## src/rtl/tlb_fault_entry.sv

```systemverilog
module tlb_fault_entry #(
  parameter logic [31:0] HI_BASE = 32'hFFF0_0000,
  parameter logic [31:0] I_OFS   = 32'h0000_1300,
  parameter logic [31:0] D_OFS   = 32'h0000_1400
) (
  input  logic        clk,
  input  logic        rst_n,
  input  logic        ifault_i,
  input  logic        ifault_miss_i,
  input  logic        ifault_guard_i,
  input  logic        ifault_prot_i,
  input  logic        dfault_i,
  input  logic [31:0] fault_ea_i,
  input  logic [31:0] msr_i,
  output logic [31:0] save_pc_o,
  output logic [31:0] save_stat_o,
  output logic [31:0] msr_o,
  output logic        redirect_valid_o,
  output logic [31:0] redirect_pc_o
);
  // vector indices for MSB-first bit numbers (index = 31 - bit)
  localparam int P_ILE  = 31 - 15;
  localparam int P_ME   = 31 - 19;
  localparam int P_IP   = 31 - 25;
  localparam int P_IR   = 31 - 26;
  localparam int P_RI   = 31 - 30;
  localparam int P_LE   = 31 - 31;
  localparam int C_MISS = 31 - 1;
  localparam int C_GRD  = 31 - 3;
  localparam int C_PROT = 31 - 4;

  logic        any_f, take_i, guard_q;
  logic [31:0] stat_n, msr_n, pc_n;

  assign any_f   = ifault_i | dfault_i;
  assign take_i  = ifault_i;
  assign guard_q = ifault_guard_i & msr_i[P_IR];

  always_comb begin
    stat_n = {16'h0000, msr_i[15:0]};
    if (take_i) begin
      if (ifault_miss_i)      stat_n[C_MISS] = 1'b1;
      else if (guard_q)       stat_n[C_GRD]  = 1'b1;
      else if (ifault_prot_i) stat_n[C_PROT] = 1'b1;
    end
  end

  always_comb begin
    msr_n        = '0;
    msr_n[P_IP]  = msr_i[P_IP];
    msr_n[P_ME]  = msr_i[P_ME];
    msr_n[P_LE]  = msr_i[P_ILE];
  end

  assign pc_n = (msr_i[P_IP] ? HI_BASE : 32'h0) + (take_i ? I_OFS : D_OFS);

  always_ff @(posedge clk) begin
    if (!rst_n) begin
      save_pc_o        <= '0;
      save_stat_o      <= '0;
      msr_o            <= '0;
      redirect_valid_o <= 1'b0;
      redirect_pc_o    <= '0;
    end else begin
      redirect_valid_o <= any_f;
      if (any_f) begin
        save_pc_o     <= fault_ea_i;
        save_stat_o   <= stat_n;
        msr_o         <= msr_n;
        redirect_pc_o <= pc_n;
      end
    end
  end

  assert_pulse_R2: assert property (@(posedge clk) disable iff (!rst_n)
    redirect_valid_o |-> $past(ifault_i | dfault_i));
  assert_follow_R2: assert property (@(posedge clk) disable iff (!rst_n)
    (ifault_i | dfault_i) |=> (redirect_valid_o && save_pc_o == $past(fault_ea_i)));
  assert_low_copy_R3: assert property (@(posedge clk) disable iff (!rst_n)
    redirect_valid_o |-> (save_stat_o[15:0] == $past(msr_i[15:0])));
  assert_cause_onehot_R7: assert property (@(posedge clk) disable iff (!rst_n)
    redirect_valid_o |-> $onehot0({save_stat_o[C_MISS], save_stat_o[C_GRD], save_stat_o[C_PROT]}));
  assert_data_clear_R8: assert property (@(posedge clk) disable iff (!rst_n)
    (redirect_valid_o && !$past(ifault_i)) |-> (save_stat_o[31:16] == 16'h0));
  assert_msr_rewrite_R9: assert property (@(posedge clk) disable iff (!rst_n)
    redirect_valid_o |-> ($countones(msr_o) <= 3 && msr_o[P_LE] == $past(msr_i[P_ILE])));
  assert_hold_R12: assert property (@(posedge clk) disable iff (!rst_n)
    !(ifault_i | dfault_i) |=> (!redirect_valid_o && $stable(save_pc_o) && $stable(save_stat_o)));
endmodule

```

## config.mk

```make
export PLATFORM = sky130hd
export DESIGN_NAME = tlb_fault_entry
export DESIGN_NICKNAME = d
export VERILOG_FILES = /design/src/rtl/tlb_fault_entry.sv
export SDC_FILE = /design/constraint.sdc
export NUM_CORES = 1
export LEC_CHECK = 0
export BUFFER_PORTS_ARGS = -buffer_cell sky130_fd_sc_hd__buf_2
export CORE_UTILIZATION = 45
export DETAILED_ROUTE_END_ITERATION = 10
export GPL_TIMING_DRIVEN = 1
export PLACE_DENSITY = 0.92
export SLEW_MARGIN = 25
export SYNTH_ARGS = -nofsm -noshare
export SYNTH_HDL_FRONTEND = slang
export SYNTH_SLANG_ARGS = --single-unit
```

## constraint.sdc

```tcl
create_clock -name clk -period 2.3 [get_ports clk]
set_clock_uncertainty 0.05 [all_clocks]
set_input_delay 0.46 -clock clk [delete_from_list [all_inputs] [get_ports clk]]
set_output_delay 0.46 -clock clk [all_outputs]
set_load 0.01 [all_outputs]
```

==> run_results.csv, run 1 <==
group,metric,value,unit
run_status,status,"completed",
power_and_ir_drop,seq_power_share,55.0,%
clock_network,cts_buffers,5,
grt,grt_pass1_vias,1985,
logic_synthesis,muxShareOfSynthArea,0,%
critical_path,path_max_fanout,15,
sta,tns,0,ns
worst_hold_path,holdPathEnd,"save_pc_o[27]$_SDFFE_PN0P_",
critical_path,cpLargestDelayFamily,"flip-flops",
critical_path,end_kind,"output pin",
drt,wl_per_cell,11.8,um
power_and_ir_drop,power_per_cell_area,573,nW/um^2
floorplan,start_util,46.6,%
cells_and_area,area.growth.synth_to_final,12.5,%
critical_path,max_stage_delay,0.53,ns
floorplan,die_x,83.4,um
clock_network,ctsHoldBuffers,0,
floorplan,dieArea,6950,sq um
logic_synthesis,synthXorXnorAreaFrac,0,%
critical_path,reg2reg_to,"msr_o[6]$_SDFFE_PN0P_",
grt,grt_max_degree,108,
sta,slew_headroom,57.9,%
logic_synthesis,synth_top_family_by_area,"buffers and inverters",
sta,tightest_slew,0.632,ns
logic_synthesis,yosys.area_share.simple,16.6,%
drt,vias,2352,
grt,grt_antenna_before_repair,0,
logic_synthesis,netlist_area,2980,sq um
power_and_ir_drop,switching_share,27.7,%
clock_network,insertion_delay,0.29,ns
logic_synthesis,ys_warn_count,0,
clock_network,root_buffer,"clkbuf_8",
place,finalWeightedCongestion,0.728,
drt,first_iter_violations,66,
sta,finalHoldViolations,0,
sta,fin_crit_sh,67.0,%
sta,rsz0062_at_grt,"no",
grt,grt.overflow.total,0,
critical_path,rrSetupSlack,1.15,ns
cells_and_area,multi_input_area,1380,sq um
drt,viasPerCell,4.80,
worst_hold_path,holdCritPathClass,"input pin to flop",
logic_synthesis,avgSynthCellArea,9.28,sq um
grt,grt_pass1_wl,9290,um
critical_path,worstPathArrival,1.03,ns
critical_path,critPathSlowestCell,"dfxtp_1",
drt,drt_wl_total,5760,um
logic_synthesis,synth_compound_area_share,22.2,%
sta,min_period,1.54,ns
clock_network,postCtsSetupBuffers,0,
power_and_ir_drop,power.switching,0.533,mW
drt,firstDrtPassIters,4,
drt,drtAntennaViolNets,0,
clock_network,htree_levels,2,
clock_network,cts_resized,0,
worst_hold_path,hp-start,"fault_ea_i[27]",
critical_path,cp_num_buf_inv,1,
floorplan,rows,29,
logic_synthesis,synth_fa_ha_area_share,0,%
logic_synthesis,syn_inst,321,
critical_path,timing.rr.start,"msr_o[6]$_SDFFE_PN0P_",
critical_path,cp_cell_sequence,"buf_2",
sta,finalSetupViolations,0,
power_and_ir_drop,clkPwrFrac,26.4,%
logic_synthesis,synth_cell_types,19,
critical_path,crit_required,1.79,ns
critical_path,timing_worst_setup_path_type,"flop to output pin",
logic_synthesis,ys_ff_latch,56,
critical_path,startpoint_type,"flop",
place,portBuffers,126,
floorplan,die_h,83.4,um
job,drv_cap,0,
clock_network,clock-sinks,56,
drt,drc,0,
floorplan,core,6390,sq um
logic_synthesis,ys_seq_area_share,37.6,%
power_and_ir_drop,power.internal,1.39,mW
power_and_ir_drop,ir_drop,412,uV
cells_and_area,drive_above_1_share,32.9,%
grt,track_usage,16.3,%
cells_and_area,fill_cells,581,
worst_hold_path,holdPathStages,3,
cells_and_area,diodes,0,
clock_network,clock_path_buffers,2,
cells_and_area,nNetsFinal,484,
clock_network,tritoncts,"done",
power_and_ir_drop,combinationalPowerShare,18.6,%
sta,drv_slew,0,
power_and_ir_drop,leakage,1.59,nW
critical_path,reg2reg_depth,2,
floorplan,io_pins,200,
place,dp_hpwl,3870,um
cells_and_area,regArea,1120,sq um
sta,fmaxAchievable,649,MHz
clock_network,clk_pin_slew,0.10,ns
power_and_ir_drop,power.total,1.92,mW
worst max path at each step:
stage,startpoint,endpoint,slack [ns],depth (start not counted)
after global placement,rst_n,save_pc_o[9]$_SDFFE_PN0P_,0.72,3
after detailed placement,rst_n,save_stat_o[13]$_SDFFE_PN0P_,0.69,3
after floorplan,msr_o[6]$_SDFFE_PN0P_,redirect_pc_o[20],1.04,1
after CTS,msr_o[6]$_SDFFE_PN0P_,save_stat_o[6],0.71,1
after global routing,msr_o[6]$_SDFFE_PN0P_,redirect_pc_o[24],0.67,1
final,msr_o[6]$_SDFFE_PN0P_,redirect_pc_o[20],0.76,1
power by group through the flow:
stage / Clock [mW] / Sequential, mW / Combinational [mW]
finish: 0.507 / 1.06 / 0.358
global route: 0.578 / 1.07 / 0.393
CTS: 0.539 / 1.06 / 0.358
detailed placement: 0 / 1.08 / 0.358
global placement: 0 / 1.07 / 0.350
floorplan: 0 / 1.11 / 0.286
synthesized netlist by cell type, drive strengths merged:
| cell | n | area (sq um) |
|---|---|---|
| nand4b | 1 | 8.76 |
| conb | 1 | 3.75 |
| nor2b | 2 | 12.5 |
| clkbuf | 22 | 88.8 |
| o21ai | 49 | 245 |
| and3b | 1 | 8.76 |
| o31a | 1 | 8.76 |
| nor3b | 1 | 7.51 |
| nor2 | 2 | 7.51 |
| nand2 | 1 | 3.75 |
| a21boi | 52 | 390 |
| a32o | 1 | 10.0 |
| o21a | 1 | 7.51 |
| dfxtp | 56 | 1120 |
| or3b | 51 | 447 |
| buf | 79 | 608 |
area by class of cell:
type                            count  area share (%)
Multi-Input combinational cell    221            41.0
Sequential cell                    56            33.4
Timing Repair Buffer              129            20.2
Tap cell                           77            2.87
Clock buffer                        5            2.05
Clock inverter                      2           0.373
cells by family (layout without fill, tap and decap cells):
logic type      after synthesis  after routing
buf+inv                     101            136
flops                        56             56
other cells                   1             58
simple gates                 59             59
compound gates              104            104
layer usage:
| layer | GRT usage (%) | part of all wire (%) |
|---|---|---|
| met2 | 29.4 | 49 |
| met3 | 4.47 | 7.2 |
| met1 | 18.9 | 43 |
| met5 | 0 | 0 |
| met4 | 4.23 | 0.92 |
cells in the final DEF, fill, tap and decap left out:
master and n:
clkinv_2 1, nor3b_1 1, buf_4 1, nand2_1 1, nor2b_1 2, a32o_1 1, nor2_1 2, buf_2 126
and3b_1 1, or3b_1 51, o21a_1 1, buf_12 2, clkinvlp_4 1, o21ai_0 49, clkbuf_8 5, a21boi_0 2
a21boi_1 50, o31a_1 1, nand4b_1 1, conb_1 58, dfxtp_1 56
metrics by stage:
stage	setup slack [ns]	instances	instance area (sq um)	hold WS (ns)	util (%)
CTS	0.714	490	3350	0.341	52.5
global route	0.670	490	3350	0.344	52.5
floorplan	1.04	378	3190	0.467	-
finish	0.760	490	3350	0.355	52.5
global placement	0.724	483	3270	0.418	51.2
detailed placement	0.690	483	3270	0.425	51.2
sequential cells by signal, summed over array words and instances, names as in the netlist:
name / count
redirect_pc_o: 3
save_stat_o: 18
save_pc_o: 32
redirect_valid_o: 1
msr_o: 2
Note: power is estimated with default switching activity, not from simulation.
==> run 2, diff against run 1 <==
--- a/config.mk
+++ b/config.mk
@@ -6,10 +6,10 @@
 export NUM_CORES = 1
 export LEC_CHECK = 0
 export BUFFER_PORTS_ARGS = -buffer_cell sky130_fd_sc_hd__buf_2
-export CORE_UTILIZATION = 45
+export CORE_UTILIZATION = 38
 export DETAILED_ROUTE_END_ITERATION = 10
 export GPL_TIMING_DRIVEN = 1
-export PLACE_DENSITY = 0.92
+export PLACE_DENSITY = 0.83
 export SLEW_MARGIN = 25
 export SYNTH_ARGS = -nofsm -noshare
 export SYNTH_HDL_FRONTEND = slang
==> constraint.sdc (replaced) <==
create_clock -name clk -period 1.3 [get_ports clk]
set_clock_uncertainty 0.05 [all_clocks]
set_input_delay 0.26 -clock clk [delete_from_list [all_inputs] [get_ports clk]]
set_output_delay 0.26 -clock clk [all_outputs]
set_load 0.01 [all_outputs]
==> run_results.csv, run 2 (synthesized netlist as in run 1, its figures left out) <==
group,metric,value,unit
run_status,status,"completed",
floorplan,die_x,90.5,um
sta,hold_ws,0.157,ns
drt,wl_per_cell,12.0,um
grt,busiest_layer,"met2",
grt,grt_antenna_before_repair,0,
cells_and_area,fin_util,47.0,%
clock_network,htree_levels,2,
grt,track_usage,14.4,%
cells_and_area,largest_reg_flops,32,
clock_network,clk_pin_slew,0.10,ns
sta,drv_slew,0,
cells_and_area,diodes,0,
grt,grt_use_met2,25.8,%
floorplan,die_h,90.5,um
clock_network,insertion_delay,0.30,ns
cells_and_area,area.growth.synth_to_final,16.8,%
power_and_ir_drop,power_per_cell_area,1000,nW/um^2
cells_and_area,mostFrequentLayoutCell,"buf_2",
drt,firstDrtPassIters,4,
drt,drc,0,
sta,rsz0062_at_grt,"no",
grt,grt_max_degree,58,
cells_and_area,nNetsFinal,491,
power_and_ir_drop,power.internal,2.50,mW
drt,vias,2410,
sta,fin_crit_sh,95.0,%
power_and_ir_drop,combinationalPowerShare,19.4,%
drt,first_iter_violations,80,
worst_hold_path,holdCritPathClass,"input pin to flop",
grt,grt.overflow.total,0,
clock_network,ctsHoldBuffers,0,
drt,drt_wl_total,6230,um
cells_and_area,fill_cells,704,
drt,viasPerCell,4.63,
cells_and_area,fin_area,3480,sq um
cells_and_area,top_register,"save_pc_o",
place,portBuffers,126,
grt,met1_usage,16.8,%
floorplan,dieArea,8200,sq um
power_and_ir_drop,leakage,1.64,nW
power_and_ir_drop,power.switching,0.980,mW
place,pre_cts_ws,0.0380,ns
clock_network,root_buffer,"clkbuf_8",
sta,finalSetupViolations,0,
floorplan,start_util,40.2,%
sta,fmaxAchievable,809,MHz
floorplan,core,7410,sq um
sta,fin_ws,0.0646,ns
sta,min_period,1.24,ns
clock_network,cts_buffers,5,
cells_and_area,final_cells,520,
floorplan,rows,31,
cells_and_area,drive_above_1_share,34.0,%
grt,grt_pass1_wl,9740,um
critical_path,path_max_fanout,14,
critical_path,startpoint_type,"flop",
clock_network,clock_path_buffers,2,
cells_and_area,reg.largest.list,"save_pc_o x32, save_stat_o x18, redirect_pc_o x3",
critical_path,end_kind,"output pin",
critical_path,timing_worst_setup_path_type,"flop to output pin",
grt,grt_pass1_vias,2106,
job,drv_cap,0,
power_and_ir_drop,clkPwrFrac,27.1,%
critical_path,crit_required,0.99,ns
clock_network,tritoncts,"done",
place,dpl_cell_area,3390,sq um
cells_and_area,final_cell_mix,"buf_2 (126), conb_1 (58), dfxtp_1 (56)",
grt,gr-usage-met3,3.79,%
sta,finalHoldViolations,0,
power_and_ir_drop,switching_share,28.2,%
drt,drtAntennaViolNets,0,
place,dp.cells,512,
power_and_ir_drop,power.total,3.48,mW
critical_path,worstPathArrival,0.93,ns
place,finalWeightedCongestion,0.701,
power_and_ir_drop,seq_power_share,53.5,%
place,dp_hpwl,4540,um
clock_network,clock-sinks,56,
power_and_ir_drop,ir_drop,732,uV
floorplan,io_pins,200,
sta,tns,0,ns
-- run 2: changes by cell type in the layout (fill, tap and decap cells not counted) --
cell,before,now
buf_12,2,5
clkinv_4,0,1
buf_6,0,1
clkinv_2,1,0
clkbuf_1,0,1
buf_4,1,4
-- run 2: repair_timing --
item | CTS | global route
resized for setup | 0 | 1
hold endpoints to repair | 0 | 0
buffers inserted | 0 | 0
setup endpoints to repair | 0 | 14
-- run 2: area by class of cell --
type	count	area (sq um)	share of cell area, %
repair buffers	136	772	22.2
multi-input cells	221	1380	39.5
well taps	99	124	3.56
clock buffers	6	72.6	2.08
flip-flops and latches	56	1120	32.2
clock inverters	2	16.3	0.467
-- run 2: final timing paths --
kind | from | to | slack, ns | cells after the start
max | msr_o[6]$_SDFFE_PN0P_ | redirect_pc_o[28] | 0.06 | 2
min reg2reg | redirect_pc_o[12]$_SDFFE_PN0P_ | redirect_pc_o[12]$_SDFFE_PN0P_ | 0.44 | 1
max reg2reg | save_pc_o[15]$_SDFFE_PN0P_ | save_pc_o[15]$_SDFFE_PN0P_ | 0.35 | 2
min | fault_ea_i[25] | save_pc_o[25]$_SDFFE_PN0P_ | 0.16 | 3
-- run 2: worst max-delay path: stages (launching register included) --
cell and delay, ns:
dfxtp_1 0.36, buf_6 0.14, buf_2 0.13
-- run 2: layer usage --
| layer | vias to the layer above | part of all wire (%) |
|---|---|---|
| li1 | 1183 | - |
| met1 | 1117 | 42 |
| met2 | 106 | 50 |
| met3 | 4 | 7.6 |
| met4 | 0 | 0.56 |
| met5 | - | 0 |
-- run 2: power by group through the flow --
stage,Sequential [mW],Combinational (mW),Clock (mW)
floorplan,1.96,0.507,0
global placement,1.90,0.660,0
detailed placement,1.90,0.677,0
CTS,1.86,0.679,0.997
global route,1.88,0.742,1.07
finish,1.86,0.675,0.943
